File: config.mk
export PLATFORM = sky130hd
export DESIGN_NAME = adc_seq_ctrl
export DESIGN_NICKNAME = d
export VERILOG_FILES = /design/src/rtl/adc_seq_pkg.sv /design/src/rtl/adc_seq_regs.sv /design/src/rtl/adc_seq_sar.sv /design/src/rtl/adc_seq_result.sv /design/src/rtl/adc_seq_ctrl.sv
export SDC_FILE = /design/constraint.sdc
export NUM_CORES = 1
export LEC_CHECK = 0
export ABC_AREA = 1
export BUFFER_PORTS_ARGS = -buffer_cell sky130_fd_sc_hd__buf_4
export CAP_MARGIN = 20
export CORE_UTILIZATION = 45
export CTS_CLUSTER_SIZE = 8
export DETAILED_ROUTE_END_ITERATION = 12
export PLACE_DENSITY = 0.72
export SLEW_MARGIN = 20
export SYNTH_ARGS = -nofsm -noshare
export SYNTH_HDL_FRONTEND = slang
export SYNTH_SLANG_ARGS = --single-unit
File: constraint.sdc
create_clock -name clk -period 3.9 [get_ports clk]
set_input_delay 0.39 -clock clk [delete_from_list [all_inputs] [get_ports clk]]
set_output_delay 0.39 -clock clk [all_outputs]
set_load 0.005 [all_outputs]
File: src/rtl/adc_seq_pkg.sv
// Shared definitions for the conversion sequencer.
// Assumes a single write port with a one-bit register address.
package adc_seq_pkg;
    typedef enum logic [1:0] {
        PH_IDLE   = 2'd0,
        PH_SAMPLE = 2'd1,
        PH_CONV   = 2'd2
    } phase_t;

    localparam logic ADDR_MODE = 1'b0;
    localparam logic ADDR_CHAN = 1'b1;
    localparam int   EN_BIT    = 7;
endpackage

File: src/rtl/adc_seq_regs.sv
// Host-visible mode and channel registers.
// Decodes writes into a stop request (enable cleared) and a restart
// request (channel written). Assumes at most one write per cycle.
module adc_seq_regs
    import adc_seq_pkg::*;
#(
    parameter int DATA_W = 8,
    parameter int CH_W   = 3
) (
    input  logic              clk,
    input  logic              rst_n,
    input  logic              wr_i,
    input  logic              addr_i,
    input  logic [DATA_W-1:0] wdata_i,
    output logic              en_o,
    output logic [CH_W-1:0]   chan_o,
    output logic              stop_o,
    output logic              restart_o
);
    logic            en_q;
    logic [CH_W-1:0] chan_q;
    logic            wr_mode;
    logic            wr_chan;
    logic            unused_wbits;

    // Decode which register the current write targets.
    always_comb begin
        wr_mode = wr_i && (addr_i == ADDR_MODE);
        wr_chan = wr_i && (addr_i == ADDR_CHAN);
    end

    assign unused_wbits = ^wdata_i;

    // Hold the enable bit and the channel number.
    always_ff @(posedge clk) begin
        if (!rst_n) begin
            en_q   <= 1'b0;
            chan_q <= '0;
        end else begin
            if (wr_mode) en_q   <= wdata_i[EN_BIT];
            if (wr_chan) chan_q <= wdata_i[CH_W-1:0];
        end
    end

    assign en_o      = en_q;
    assign chan_o    = chan_q;
    assign stop_o    = wr_mode && !wdata_i[EN_BIT];
    assign restart_o = wr_chan;
endmodule

File: src/rtl/adc_seq_sar.sv
// Phase controller and successive-approximation register.
// Samples for SAMPLE_CYC cycles, then runs RES_W trials MSB first, one
// comparator decision per cycle. Stop overrides restart, and restart
// overrides normal stepping. Assumes cmp_ge_i answers the current trial
// code within the same cycle.
module adc_seq_sar
    import adc_seq_pkg::*;
#(
    parameter int RES_W      = 10,
    parameter int SAMPLE_CYC = 8
) (
    input  logic             clk,
    input  logic             rst_n,
    input  logic             en_i,
    input  logic             stop_i,
    input  logic             restart_i,
    input  logic             cmp_ge_i,
    output logic [RES_W-1:0] trial_o,
    output logic             done_o,
    output logic [RES_W-1:0] res_o
);
    localparam int MAXC  = (SAMPLE_CYC > RES_W) ? SAMPLE_CYC : RES_W;
    localparam int CNT_W = (MAXC > 1) ? $clog2(MAXC) : 1;

    phase_t           ph_q;
    logic [CNT_W-1:0] cnt_q;
    logic [RES_W-1:0] sar_q;
    logic [RES_W-1:0] sar_upd;
    logic             go_restart;

    assign go_restart = restart_i && en_i;

    // Trial code and register update, one bit slice per result bit.
    for (genvar i = 0; i < RES_W; i++) begin : g_bit
        logic at_bit;
        assign at_bit     = (cnt_q == CNT_W'(i));
        assign trial_o[i] = (ph_q == PH_CONV) && (sar_q[i] || at_bit);
        assign sar_upd[i] = at_bit ? cmp_ge_i : sar_q[i];
    end

    // Completion of the last trial, unless aborted in the same cycle.
    always_comb begin
        done_o = (ph_q == PH_CONV) && (cnt_q == '0) && !stop_i && !go_restart;
        res_o  = sar_upd;
    end

    // Phase sequencing with abort and automatic restart.
    always_ff @(posedge clk) begin
        if (!rst_n) begin
            ph_q  <= PH_IDLE;
            cnt_q <= '0;
            sar_q <= '0;
        end else if (stop_i) begin
            ph_q  <= PH_IDLE;
            cnt_q <= '0;
            sar_q <= '0;
        end else if (go_restart) begin
            ph_q  <= PH_SAMPLE;
            cnt_q <= '0;
            sar_q <= '0;
        end else begin
            case (ph_q)
                PH_IDLE: begin
                    if (en_i) begin
                        ph_q  <= PH_SAMPLE;
                        cnt_q <= '0;
                    end
                end
                PH_SAMPLE: begin
                    if (cnt_q == CNT_W'(SAMPLE_CYC - 1)) begin
                        ph_q  <= PH_CONV;
                        cnt_q <= CNT_W'(RES_W - 1);
                        sar_q <= '0;
                    end else begin
                        cnt_q <= cnt_q + 1'b1;
                    end
                end
                PH_CONV: begin
                    if (cnt_q == '0) begin
                        ph_q  <= PH_SAMPLE;
                        sar_q <= '0;
                    end else begin
                        sar_q <= sar_upd;
                        cnt_q <= cnt_q - 1'b1;
                    end
                end
                default: ph_q <= PH_IDLE;
            endcase
        end
    end

    AST_STOP_IDLES: assert property (@(posedge clk) disable iff (!rst_n)
        stop_i |=> (ph_q == PH_IDLE && trial_o == '0));
    AST_RESTART_SAMPLES: assert property (@(posedge clk) disable iff (!rst_n)
        (go_restart && !stop_i) |=> (ph_q == PH_SAMPLE && cnt_q == '0));
    AST_DONE_REPEATS: assert property (@(posedge clk) disable iff (!rst_n)
        done_o |=> (ph_q == PH_SAMPLE && cnt_q == '0));
    AST_MSB_FIRST: assert property (@(posedge clk) disable iff (!rst_n)
        (ph_q == PH_SAMPLE && cnt_q == CNT_W'(SAMPLE_CYC - 1) && !stop_i && !go_restart)
        |=> (trial_o == (RES_W'(1) << (RES_W - 1))));
endmodule

File: src/rtl/adc_seq_result.sv
// Result register with its two read views and the completion pulse.
// Assumes done_i is a single-cycle strobe from the phase controller.
module adc_seq_result #(
    parameter int RES_W  = 10,
    parameter int WORD_W = 16,
    parameter int HI_W   = 8
) (
    input  logic              clk,
    input  logic              rst_n,
    input  logic              done_i,
    input  logic [RES_W-1:0]  res_i,
    output logic [WORD_W-1:0] word_o,
    output logic [HI_W-1:0]   hi_o,
    output logic              irq_o
);
    localparam int PAD_W = WORD_W - RES_W;

    logic [RES_W-1:0] res_q;
    logic             irq_q;

    // Latch a completed result and raise the interrupt with it.
    always_ff @(posedge clk) begin
        if (!rst_n) begin
            res_q <= '0;
            irq_q <= 1'b0;
        end else begin
            irq_q <= done_i;
            if (done_i) res_q <= res_i;
        end
    end

    assign word_o = {res_q, {PAD_W{1'b0}}};
    assign hi_o   = res_q[RES_W-1 -: HI_W];
    assign irq_o  = irq_q;

    AST_IRQ_SINGLE: assert property (@(posedge clk) disable iff (!rst_n)
        irq_q |=> !irq_q);
    AST_RESULT_HELD: assert property (@(posedge clk) disable iff (!rst_n)
        !done_i |=> $stable(res_q));
endmodule

File: src/rtl/adc_seq_ctrl.sv
// Top of the repeating conversion sequencer: register file, phase and
// approximation controller, result register. Assumes an external
// comparator that answers within one cycle.
module adc_seq_ctrl
    import adc_seq_pkg::*;
#(
    parameter int DATA_W     = 8,
    parameter int CH_W       = 3,
    parameter int RES_W      = 10,
    parameter int SAMPLE_CYC = 8,
    parameter int WORD_W     = 16,
    parameter int HI_W       = 8
) (
    input  logic              clk,
    input  logic              rst_n,
    input  logic              bus_wr,
    input  logic              bus_addr,
    input  logic [DATA_W-1:0] bus_wdata,
    input  logic              cmp_ge,
    output logic [CH_W-1:0]   mux_sel,
    output logic [RES_W-1:0]  trial_code,
    output logic [WORD_W-1:0] result_word,
    output logic [HI_W-1:0]   result_hi,
    output logic              conv_irq
);
    logic             en;
    logic             stop_req;
    logic             restart_req;
    logic             done;
    logic [RES_W-1:0] res_val;

    adc_seq_regs #(.DATA_W(DATA_W), .CH_W(CH_W)) u_regs (
        .clk       (clk),
        .rst_n     (rst_n),
        .wr_i      (bus_wr),
        .addr_i    (bus_addr),
        .wdata_i   (bus_wdata),
        .en_o      (en),
        .chan_o    (mux_sel),
        .stop_o    (stop_req),
        .restart_o (restart_req)
    );

    adc_seq_sar #(.RES_W(RES_W), .SAMPLE_CYC(SAMPLE_CYC)) u_sar (
        .clk       (clk),
        .rst_n     (rst_n),
        .en_i      (en),
        .stop_i    (stop_req),
        .restart_i (restart_req),
        .cmp_ge_i  (cmp_ge),
        .trial_o   (trial_code),
        .done_o    (done),
        .res_o     (res_val)
    );

    adc_seq_result #(.RES_W(RES_W), .WORD_W(WORD_W), .HI_W(HI_W)) u_res (
        .clk    (clk),
        .rst_n  (rst_n),
        .done_i (done),
        .res_i  (res_val),
        .word_o (result_word),
        .hi_o   (result_hi),
        .irq_o  (conv_irq)
    );

    AST_CHAN_FIXED: assert property (@(posedge clk) disable iff (!rst_n)
        !(bus_wr && bus_addr == ADDR_CHAN) |=> $stable(mux_sel));
    AST_NO_IRQ_AFTER_STOP: assert property (@(posedge clk) disable iff (!rst_n)
        (bus_wr && bus_addr == ADDR_MODE && !bus_wdata[EN_BIT]) |=> ##1 !conv_irq);
endmodule

==> metrics.cfg <==
[placed_design]
port_buffers=40
dp_hpwl_um=2690
pre_cts_ws_ns=1.95
gp_congestion=0.818

[clock_tree]
cts_hold_buf=0
clockBufferDepth=2
clock_sinks=31
post-cts-setup-buffers=0
clk_latency_ns=0.30
cts_tree=done
cts_root_buffer=clkbuf_8
cts_resized=0
clk_pin_slew_ns=0.07
htreeDepth=2
numCtsBuffers=5

[power_and_ir_drop]
ir_worst_vdd_uv=228
p_leak_uw=0.000867
power_density_mw_per_mm2=356

[floorplan]
io_pins=51
dieArea_mm2=0.00429
rows=22
die_x_um=65.5
initial_core_util=0.481
core_mm2=0.00377
die_h_um=65.5

[sta]
min_period_ns=2.26
hold_viol=0
post-route-period-util=0.579
worst_pin_slew_ns=0.652
finalSetupViolCount=0
finalClockSkew_ns=0.00312
rsz0062_at_grt=false
max-slew-margin-rel=0.564
slew_violations=0
timing.setup.tns_ns=0
max_freq_ghz=0.443
timing.final.ws_setup_ns=1.64

[setup_path]
cp.required_ns=3.51
startpoint_type=flip-flop
crit_path_max_fanout=12
crit_path_end_kind=output pin
setup.worst_path.start=u_sar.ph_q[0]
r2r_start=u_sar.cnt_q[0]
criticalPathCategory=flip-flop to output pin
worstPathArrival_ns=1.87

[run]
maxCapViolations=0

[layout]
syn_to_final_growth_pct=19.0
layout.nets=316
num-fill-cells=375
multi_input_area_um2=960
area.sequential_um2=621
antenna_cells=0
drive_gt1_frac=0.196

[drt]
avgRoutedWirePerCell_um=11.0
firstDrtPassIters=4
via_per_inst=4.82
vias=1658
drtIter0Drc=115
drt_wl_total_um=3800
drc=0
ant_nets=0

[hold_path]
hp-class=input port to flip-flop
min_from=bus_wdata[1]

[synth]
yosysSeqAreaShare=0.342
synth_warnings=0
syn_avg_cell_area_um2=6.88
syn_inst=264
synth.distinct_cells=27
syn-cell-area_mm2=0.00182
ys_ff_latch=31

[outcome]
outcome=finished clean

[global_routing]
grt_pass1_wl_um=6430
grt_antenna_before_repair=0
grt_usage=0.202
grt_pass1_vias=1510
grt_max_degree=17
grt_overflow=0

[area by class of cell]
cell class	count	share of cell area
Sequential cell	31	0.287
Clock buffer	6	0.0382
Multi-Input combinational cell	190	0.444
Inverter	27	0.0469
Tap cell	48	0.0278
Clock inverter	2	0.0162
Timing Repair Buffer	40	0.139
[kinds of logic (layout without fill, tap and decap cells)]
group           Yosys count  in the layout  share of synthesized area
flops                    31             31                      0.342
other cells               1              6                    0.00207
buf+inv                  48             75                      0.140
fa+ha+maj                 8              8                     0.0551
simple gates            122            122                      0.309
compound gates           54             54                      0.152
[where the power goes]
| part | total (uW) | internal, uW | switching [uW] |
|---|---|---|---|
| clock network | 336 | 207 | 130 |
| registers | 329 | 323 | 5.46 |
| logic | 104 | 35.0 | 69.0 |
| total | 769 | 565 | 204 |
[state kept, by name (all words and copies together) (netlist names)]
| name | flops |
|---|---|
| u_sar.sar_q | 10 |
| u_regs.chan_o | 3 |
| u_regs.en_o | 1 |
| u_sar.ph_q | 2 |
| u_res.irq_o | 1 |
| u_sar.cnt_q | 4 |
| u_res.res_q | 10 |
[stage by stage]
step / instance area (um2) / instances / utilization / hold slack, ns / total power, uW
after CTS: 2160 / 344 / 0.573 / 0.341 / 776
after floorplan: 1830 / 269 / - / 0.439 / 417
after detailed placement: 2040 / 336 / 0.541 / 0.457 / 440
after global routing: 2160 / 344 / 0.573 / 0.359 / 797
after global placement: 2040 / 336 / 0.541 / 0.454 / 439
final: 2160 / 344 / 0.573 / 0.343 / 769
[cells in the final DEF, fill, tap and decap left out, types with 2 or more instances in the layout]
cell,count
a21oi_1,36
ha_1,8
nand2_1,86
inv_1,25
nand4_1,2
buf_4,40
nor2_4,2
clkbuf_8,6
o21ai_0,16
conb_1,6
dfxtp_1,31
nand3_1,12
nor2_1,12
[worst paths after layout]
path | to | slack (ns) | depth (start not counted)
min | u_regs.chan_o[1] | 0.34 | 3
max | trial_code[0] | 1.64 | 5
max reg2reg | u_sar.sar_q[2] | 2.08 | 7
min reg2reg | u_sar.sar_q[0] | 0.47 | 2
[synthesized netlist by cell type (all sizes together)]
cell | n | share of area
nor2 | 15 | 0.048
o21ai | 17 | 0.049
buf | 19 | 0.080
clkinv | 1 | 0.0021
nand3 | 14 | 0.048
ha | 8 | 0.055
a21oi | 36 | 0.099
nand2 | 87 | 0.18
nor3b | 1 | 0.010
inv | 26 | 0.054
nand4 | 3 | 0.014
clkbuf | 2 | 0.0041
dfxtp | 31 | 0.34
conb | 1 | 0.0021
nor3 | 1 | 0.0028
nand3b | 1 | 0.0041
o211ai | 1 | 0.0041
[worst max-delay path, stage by stage (launching register included)]
cell	delay, ns
dfxtp_1	0.34
inv_1	0.09
ha_1	0.44
inv_1	0.34
a21oi_1	0.23
buf_4	0.14
[routing by layer]
layer / wire [um] / global-route usage / part of all wire
met3: 178 / 0.0747 / 0.047
met1: 1880 / 0.246 / 0.49
met4: 62 / 0.0897 / 0.016
met5: 0 / 0 / 0
met2: 1680 / 0.316 / 0.44
(Power assumes the default switching activity.)
